`src/rtl/irqc_pkg.sv`:
```
package irqc_pkg;

  localparam int unsigned OFS_PEND  = 32'h0000_1000;
  localparam int unsigned OFS_EN    = 32'h0000_2000;
  localparam int unsigned OFS_THR   = 32'h0020_0000;
  localparam int unsigned OFS_CLAIM = 32'h0020_0004;

  typedef enum logic [2:0] {
    RK_NONE,
    RK_PRIO,
    RK_PEND,
    RK_EN,
    RK_THR,
    RK_CLAIM
  } reg_kind_e;

endpackage

```
`src/rtl/irqc_decode.sv`:
```
module irqc_decode
  import irqc_pkg::*;
#(
  parameter int N_SRC  = 4,
  parameter int ADDR_W = 22,
  localparam int ID_W  = $clog2(N_SRC + 1)
) (
  input  logic [ADDR_W-1:0] addr,
  output reg_kind_e         kind,
  output logic [ID_W-1:0]   src
);

  localparam int WORD_W = ADDR_W - 2;

  always_comb begin
    kind = RK_NONE;
    src  = addr[ID_W+1:2];
    if (addr == ADDR_W'(OFS_PEND))       kind = RK_PEND;
    else if (addr == ADDR_W'(OFS_EN))    kind = RK_EN;
    else if (addr == ADDR_W'(OFS_THR))   kind = RK_THR;
    else if (addr == ADDR_W'(OFS_CLAIM)) kind = RK_CLAIM;
    else if (addr[1:0] == 2'b00 &&
             addr[ADDR_W-1:2] != '0 &&
             addr[ADDR_W-1:2] <= WORD_W'(N_SRC))
      kind = RK_PRIO;
  end

endmodule

```
`src/rtl/irqc_gateway.sv`:
```
module irqc_gateway (
  input  logic clk,
  input  logic rst,
  input  logic level,
  input  logic take,
  input  logic done,
  output logic pending,
  output logic inflight
);

  always_ff @(posedge clk) begin
    if (rst) begin
      pending  <= 1'b0;
      inflight <= 1'b0;
    end else if (take) begin
      pending  <= 1'b0;
      inflight <= 1'b1;
    end else if (done && inflight) begin
      inflight <= 1'b0;
    end else if (level && !inflight && !pending) begin
      pending  <= 1'b1;
    end
  end

endmodule

```
`src/rtl/irqc_select.sv`:
```
module irqc_select #(
  parameter int N_SRC  = 4,
  parameter int PRIO_W = 3,
  localparam int ID_W  = $clog2(N_SRC + 1)
) (
  input  logic [N_SRC-1:0]        pend,
  input  logic [N_SRC-1:0]        en,
  input  logic [N_SRC*PRIO_W-1:0] prio_flat,
  input  logic [PRIO_W-1:0]       thr,
  output logic [ID_W-1:0]         best_id,
  output logic                    any_elig
);

  logic [PRIO_W-1:0] best_p;

  // Strict ">" starting from the threshold: filters low priorities
  // and lets the lowest ID keep a tie.
  always_comb begin
    best_id = '0;
    best_p  = thr;
    for (int i = 0; i < N_SRC; i++) begin
      if (pend[i] && en[i] && prio_flat[i*PRIO_W +: PRIO_W] > best_p) begin
        best_p  = prio_flat[i*PRIO_W +: PRIO_W];
        best_id = ID_W'(i + 1);
      end
    end
  end

  assign any_elig = (best_id != '0);

endmodule

```
`src/rtl/ext_irq_hub.sv`:
```
module ext_irq_hub
  import irqc_pkg::*;
#(
  parameter int N_SRC  = 4,
  parameter int PRIO_W = 3,
  parameter int ADDR_W = 22,
  parameter int DATA_W = 32
) (
  input  logic              clk,
  input  logic              rst,
  input  logic [N_SRC-1:0]  irq_in,
  input  logic              bus_sel,
  input  logic              bus_wr,
  input  logic [ADDR_W-1:0] bus_addr,
  input  logic [DATA_W-1:0] bus_wdata,
  output logic              bus_rvalid,
  output logic [DATA_W-1:0] bus_rdata,
  output logic              ext_irq
);

  localparam int ID_W = $clog2(N_SRC + 1);

  reg_kind_e              kind;
  logic [ID_W-1:0]        dec_src;
  logic                   wr_hit, rd_hit;
  logic [N_SRC*PRIO_W-1:0] prio_flat;
  logic [N_SRC:1]         en_q;
  logic [PRIO_W-1:0]      thr_q;
  logic [N_SRC-1:0]       pend_src, infl_src;
  logic [ID_W-1:0]        best_id;
  logic                   any_elig;
  logic                   claim_take, complete_ok;
  logic [DATA_W-1:0]      rd_word;
  logic [N_SRC:0]         pend_vec, en_vec, claimed_vec;

  assign wr_hit = bus_sel && bus_wr;
  assign rd_hit = bus_sel && !bus_wr;

  irqc_decode #(.N_SRC(N_SRC), .ADDR_W(ADDR_W)) u_decode (
    .addr (bus_addr),
    .kind (kind),
    .src  (dec_src)
  );

  // Priority registers, one per source
  for (genvar i = 1; i <= N_SRC; i++) begin : g_prio
    logic [PRIO_W-1:0] p_q;
    always_ff @(posedge clk) begin
      if (rst)
        p_q <= '0;
      else if (wr_hit && kind == RK_PRIO && dec_src == ID_W'(i))
        p_q <= bus_wdata[PRIO_W-1:0];
    end
    assign prio_flat[(i-1)*PRIO_W +: PRIO_W] = p_q;
  end

  // Enable mask and threshold
  always_ff @(posedge clk) begin
    if (rst) begin
      en_q  <= '0;
      thr_q <= '0;
    end else if (wr_hit) begin
      if (kind == RK_EN)  en_q  <= bus_wdata[N_SRC:1];
      if (kind == RK_THR) thr_q <= bus_wdata[PRIO_W-1:0];
    end
  end

  irqc_select #(.N_SRC(N_SRC), .PRIO_W(PRIO_W)) u_select (
    .pend      (pend_src),
    .en        (en_q),
    .prio_flat (prio_flat),
    .thr       (thr_q),
    .best_id   (best_id),
    .any_elig  (any_elig)
  );

  assign claim_take  = rd_hit && kind == RK_CLAIM && any_elig;
  assign complete_ok = wr_hit && kind == RK_CLAIM && bus_wdata != '0 &&
                       bus_wdata <= DATA_W'(N_SRC);

  for (genvar i = 1; i <= N_SRC; i++) begin : g_src
    irqc_gateway u_gw (
      .clk      (clk),
      .rst      (rst),
      .level    (irq_in[i-1]),
      .take     (claim_take && best_id == ID_W'(i)),
      .done     (complete_ok && bus_wdata[ID_W-1:0] == ID_W'(i)),
      .pending  (pend_src[i-1]),
      .inflight (infl_src[i-1])
    );
  end

  assign pend_vec    = {pend_src, 1'b0};
  assign en_vec      = {en_q, 1'b0};
  assign claimed_vec = {infl_src, 1'b0};

  always_comb begin
    rd_word = '0;
    case (kind)
      RK_PRIO: begin
        for (int i = 1; i <= N_SRC; i++)
          if (dec_src == ID_W'(i))
            rd_word = DATA_W'(prio_flat[(i-1)*PRIO_W +: PRIO_W]);
      end
      RK_PEND:  rd_word = DATA_W'(pend_vec);
      RK_EN:    rd_word = DATA_W'(en_vec);
      RK_THR:   rd_word = DATA_W'(thr_q);
      RK_CLAIM: rd_word = DATA_W'(best_id);
      default:  rd_word = '0;
    endcase
  end

  always_ff @(posedge clk) begin
    if (rst) begin
      bus_rvalid <= 1'b0;
      bus_rdata  <= '0;
    end else begin
      bus_rvalid <= rd_hit;
      if (rd_hit) bus_rdata <= rd_word;
    end
  end

  assign ext_irq = any_elig;

endmodule

```
`config.mk`:
```
export PLATFORM = sky130hd
export DESIGN_NAME = ext_irq_hub
export DESIGN_NICKNAME = d
export VERILOG_FILES = /design/src/rtl/irqc_pkg.sv /design/src/rtl/irqc_decode.sv /design/src/rtl/irqc_gateway.sv /design/src/rtl/irqc_select.sv /design/src/rtl/ext_irq_hub.sv
export SDC_FILE = /design/constraint.sdc
export NUM_CORES = 1
export LEC_CHECK = 0
export BUFFER_PORTS_ARGS = -buffer_cell sky130_fd_sc_hd__buf_2
export CAP_MARGIN = 30
export CORE_MARGIN = 2
export CORE_UTILIZATION = 53
export CTS_CLUSTER_DIAMETER = 100
export CTS_CLUSTER_SIZE = 28
export DETAILED_ROUTE_END_ITERATION = 10
export PLACE_DENSITY = 0.86
export SLEW_MARGIN = 25
export SYNTH_ARGS = -nofsm -noshare
export SYNTH_HDL_FRONTEND = slang
export SYNTH_SLANG_ARGS = --single-unit
export TNS_END_PERCENT = 5
```
`constraint.sdc`:
```
create_clock -name clk -period 10.95 [get_ports clk]
set_input_delay 2.19 -clock clk [delete_from_list [all_inputs] [get_ports clk]]
set_output_delay 2.19 -clock clk [all_outputs]
set_load 0.02 [all_outputs]
```
==> results_tabular.tex <==
\begin{tabular}{lr}
\hline
Metric & Value \\
\hline
\multicolumn{2}{l}{\textbf{Outcome}} \\
Outcome & complete, no violations \\
\multicolumn{2}{l}{\textbf{Worst hold path}} \\
Path type of the worst min-delay path & reg -> reg \\
Hold Path End & bus\_rdata[3] \\
Hold-critical path depth & 2 \\
Min-Delay Startpoint & bus\_rdata[3] \\
\multicolumn{2}{l}{\textbf{Clock tree}} \\
Clock insertion delay at the later pin of the skew report & about 0.3 ns \\
CTS root buffer & sky130\_fd\_sc\_hd\_\_clkbuf\_8 \\
Count of buffers added by post-CTS timing repair for setup & 0 \\
Gates resized, CTS repair & 0 \\
H-tree depth reported by CTS & 2 \\
Clock-pin transition on the worst setup and hold timing paths & roughly 0.07 ns \\
Num Clock Sinks & 33 \\
Hold-fix buffers, CTS & 0 \\
TritonCTS clock tree & yes \\
Clock buffers created by TritonCTS & 5 \\
Largest buffer count on any clock path & 2 \\
\multicolumn{2}{l}{\textbf{Timing}} \\
Final critical-path share of the clock period & approximately four fifths \\
Final slew viol count & 0 \\
Endpoints failing setup & 0 \\
Sum Neg Setup Slack & 0 ns \\
Slew @ Worst Pin & slightly above 0.8 ns \\
Hold Slack & 0.4537 ns \\
Min setup slack post-route & $\sim$2.3 ns \\
Crit path time final & between 8 and 9 ns \\
Fmax achieved & approximately 120 MHz \\
Max Clock Skew & roughly 0.0095 ns \\
Max transition margin & 45.69\% \\
Setup repair after global routing missed its margin & no \\
Final Hold Vio Count & 0 \\
\multicolumn{2}{l}{\textbf{Worst setup path}} \\
CP Capture Type & output pin \\
CP top delay family & compound AO/OA/AOI/OAI gates \\
Arrival @ worst endpoint & 6.44 ns \\
Register-to-register setup slack & 4.35 ns \\
Launch instance of the worst register-to-register path & thr\_q[1] \\
Max stage delay cell, worst path & sky130\_fd\_sc\_hd\_\_o2111ai\_1 \\
CP Data Required Time & between 8 and 9 ns \\
Worst R2R End & bus\_rdata[1] \\
Maximum fanout count along the critical path & 11 \\
Delay of the slowest cell on the worst path & approximately 0.66 ns \\
Category of the most critical setup path & reg -> out \\
Top cell by count, worst path & sky130\_fd\_sc\_hd\_\_ha\_1 \\
Chain of cells forming the critical path & inv\_1 -> ha\_1 -> nor2b\_2 -> o311ai\_2 -> or2\_1 -> o21ai\_0 -> ha\_1 -> o221ai\_1 -> o211a\_1 -> o21ai\_2 -> mux2i\_1 -> ha\_1 -> nor2b\_1 -> o21a\_1 -> o2111ai\_1 -> mux2\_2 -> ha\_1 -> nor2b\_1 -> o21a\_1 -> o2111ai\_1 -> nand4\_1 -> buf\_2 \\
Startpoint Class & flip-flop \\
Length in cells of the worst reg-to-reg path & 24 \\
Buffering stage count on the worst path with inverters included & 2 \\
\multicolumn{2}{l}{\textbf{Finish}} \\
Most used cells in the layout excluding fill and tap cells & 68 x sky130\_fd\_sc\_hd\_\_buf\_2, 33 x sky130\_fd\_sc\_hd\_\_dfxtp\_1, 29 x sky130\_fd\_sc\_hd\_\_nor2\_1 \\
Ratio of cells with drive above 1 in the final layout & around 25\% \\
Final layout net count & roughly 430 \\
Leading cell type in the layout, fill and taps excluded & sky130\_fd\_sc\_hd\_\_buf\_2 \\
Number of inserted diodes & 0 \\
Area grow syn2layout & 13.77\% \\
\multicolumn{2}{l}{\textbf{Logic synthesis}} \\
Cell count after synthesis & between 200 and 300 \\
Proportion of synthesized flip-flops having asynchronous set or reset & 0\% \\
Post-synthesis sequential area ratio & between 20\% and 30\% \\
Syn Std Cell Area & $\sim$0.0024 mm2 \\
Portion of synthesized cell area occupied by the leading cell type & approximately 28\% \\
Main area contributors after synthesis & sky130\_fd\_sc\_hd\_\_dfxtp\_1 28\%, sky130\_fd\_sc\_hd\_\_buf\_4 8.5\%, sky130\_fd\_sc\_hd\_\_mux2i\_1 8.4\% \\
Synth Register Bits & 33 \\
Number of enable-type register cells in the synthesized netlist & 0 \\
Unique masters post-synth & 48 \\
Average cell area after synthesis & between 8 and 9 um2 \\
Cell taking the most area after synthesis & sky130\_fd\_sc\_hd\_\_dfxtp\_1 \\
Primary FF master, synth & sky130\_fd\_sc\_hd\_\_dfxtp\_1 \\
Yosys warning count & 0 \\
\multicolumn{2}{l}{\textbf{Die}} \\
Die Span Y & 71.15 um \\
Row count & 24 \\
Starting Density & between 50\% and 60\% \\
Number of placed I/O pins & between 90 and 100 \\
Core Footprint & between 0.004 and 0.005 mm2 \\
Die area & $\sim$0.0051 mm2 \\
Die outline width & between 70 and 80 um \\
\multicolumn{2}{l}{\textbf{Global route}} \\
Number of antenna violations at the first check in global routing & 0 \\
Via count of the first global-routing pass & around 2300 \\
Largest net degree at the start of global routing & 29 \\
Wire length of the first global-routing pass & around 11000 um \\
Total Routing Usage GR & a little over a quarter \\
Global route overflow & 0 \\
\multicolumn{2}{l}{\textbf{Detailed routing}} \\
First DRT Iteration DRCs & 120 \\
Vias after detailed routing & about 2300 \\
Post-route DRC & 0 \\
Routed WL per cell & 15.47 um \\
Total length of routed wires & roughly 6300 um \\
First drt pass iteration count & 4 \\
Antenna Nets Post-Route & 0 \\
Vias per inst & roughly 5.6 \\
\multicolumn{2}{l}{\textbf{Pwr}} \\
Power per standard cell area & 91.42 mW/mm2 \\
LEAKAGE & 1.233 nW \\
Overall Power & $\sim$0.25 mW \\
VDD IR max & around 0.000052 V \\
\multicolumn{2}{l}{\textbf{Placement}} \\
Half-perimeter wire length of the detailed placement result & slightly above 5000 um \\
Port Buffer Count & 68 \\
Post-placement worst setup slack & around 2.7 ns \\
Final Wtd Congestion & approximately 0.95 \\
\multicolumn{2}{l}{\textbf{Flow run}} \\
\# Max-Cap Violations & 0 \\
\hline
\end{tabular}
[final cells by class]
| class | instances | area (um2) |
|---|---|---|
| clock buffers | 6 | 72.57 |
| clock inverters | 2 | 10.01 |
| fillers | 400 | 1635 |
| inverters | 12 | 45.04 |
| multi-input cells | 237 | 1525 |
| flip-flops and latches | 33 | 660.6 |
| well taps | 52 | 65.06 |
| repair buffers | 68 | 340.3 |
[cell families (layout without fill, tap and decap cells)]
| logic type | count (synthesis) | count (layout) | share of synthesized area (%) |
|---|---|---|---|
| AO/OA/AOI/OAI | 58 | 58 | 16.81 |
| adder cells (fa/ha/maj) | 10 | 10 | 5.236 |
| multiplexers | 27 | 27 | 11.99 |
| flip-flops | 33 | 33 | 27.64 |
| XOR/XNOR | 1 | 1 | 0.3666 |
| other | 1 | 27 | 0.1569 |
| AND/OR/NAND/NOR | 114 | 114 | 25.18 |
| buffers and inverters | 51 | 88 | 12.62 |
[per-layer routing]
| metal | GRT usage [%] | vias up | wire length [um] |
|---|---|---|---|
| met5 | 0 | - | 0 |
| met4 | 10.90 | 0 | 119 |
| met3 | 4.416 | 12 | 390 |
| met2 | 44.65 | 94 | 3089 |
| met1 | 33.83 | 1057 | 2745 |
| li1 | - | 1146 | - |
[worst register-to-register path, cell delays in order (launching register included)]
cell and delay, ns:
sky130_fd_sc_hd__dfxtp_1 0.40, sky130_fd_sc_hd__inv_1 0.09, sky130_fd_sc_hd__ha_1 0.31, sky130_fd_sc_hd__nor2b_2 0.16, sky130_fd_sc_hd__o311ai_2 0.29, sky130_fd_sc_hd__or2_1 0.40, sky130_fd_sc_hd__o21ai_0 0.19, sky130_fd_sc_hd__ha_1 0.37
sky130_fd_sc_hd__o221ai_1 0.16, sky130_fd_sc_hd__o211a_1 0.19, sky130_fd_sc_hd__o21ai_2 0.31, sky130_fd_sc_hd__mux2i_1 0.32, sky130_fd_sc_hd__ha_1 0.29, sky130_fd_sc_hd__nor2b_1 0.14, sky130_fd_sc_hd__o21a_1 0.16, sky130_fd_sc_hd__o2111ai_1 0.66
sky130_fd_sc_hd__mux2_2 0.42, sky130_fd_sc_hd__ha_1 0.29, sky130_fd_sc_hd__nor2b_1 0.14, sky130_fd_sc_hd__o21a_1 0.16, sky130_fd_sc_hd__o2111ai_1 0.36, sky130_fd_sc_hd__nand2b_1 0.17, sky130_fd_sc_hd__or2_2 0.30, sky130_fd_sc_hd__o2111a_1 0.13
sky130_fd_sc_hd__o21ai_0 0.12
[worst max path at each step]
stage | start | endpoint | slack [ns] | cells past startpoint
global route | thr_q[1] | ext_irq | 1.82 | 22
finish | thr_q[1] | ext_irq | 2.32 | 22
global placement | thr_q[1] | ext_irq | 2.98 | 22
floorplan | thr_q[1] | ext_irq | 3.64 | 23
CTS | thr_q[1] | ext_irq | 2.34 | 22
detailed placement | thr_q[1] | ext_irq | 2.67 | 22
[where the power goes]
group          internal, mW  switching [mW]  total (mW)
sequential            0.121         0.00147       0.123
combinational        0.0119          0.0228      0.0347
clock                0.0440          0.0470      0.0910
total                 0.177          0.0712       0.249
[flip-flops by register name, indices dropped and copies added (netlist names)]
signal	cells
en_q	4
g_src.u_gw.pending	4
bus_rvalid	1
bus_rdata	5
thr_q	3
g_src.u_gw.inflight	4
g_prio.p_q	12
[through the flow]
stage,util (%),instances,area [um2]
4_1_cts,62.44,410,2719
3_5_place_dp,60.55,402,2636
6_report,62.44,410,2719
3_3_place_gp,60.55,402,2636
5_1_grt,62.44,410,2719
2_1_floorplan,-,321,2487
[synth_stat cells (all sizes together) (2+ instances only)]
library cell  count
nand4b            3
dfxtp            33
nor2b            11
a22oi             4
ha               10
nor4             13
o211a             5
clkbuf           10
a22o              2
and3              3
nand2b            3
inv              12
buf              29
or2               2
nand4             4
o21a              2
nand2            15
a31oi             3
o31ai             2
or3               3
mux2i            20
mux2              7
nor3              7
nand3            15
a21oi            13
nor2             29
o21ai            18
nand3b            3
o2111ai           2
Note: power is estimated with default switching activity, not from simulation.
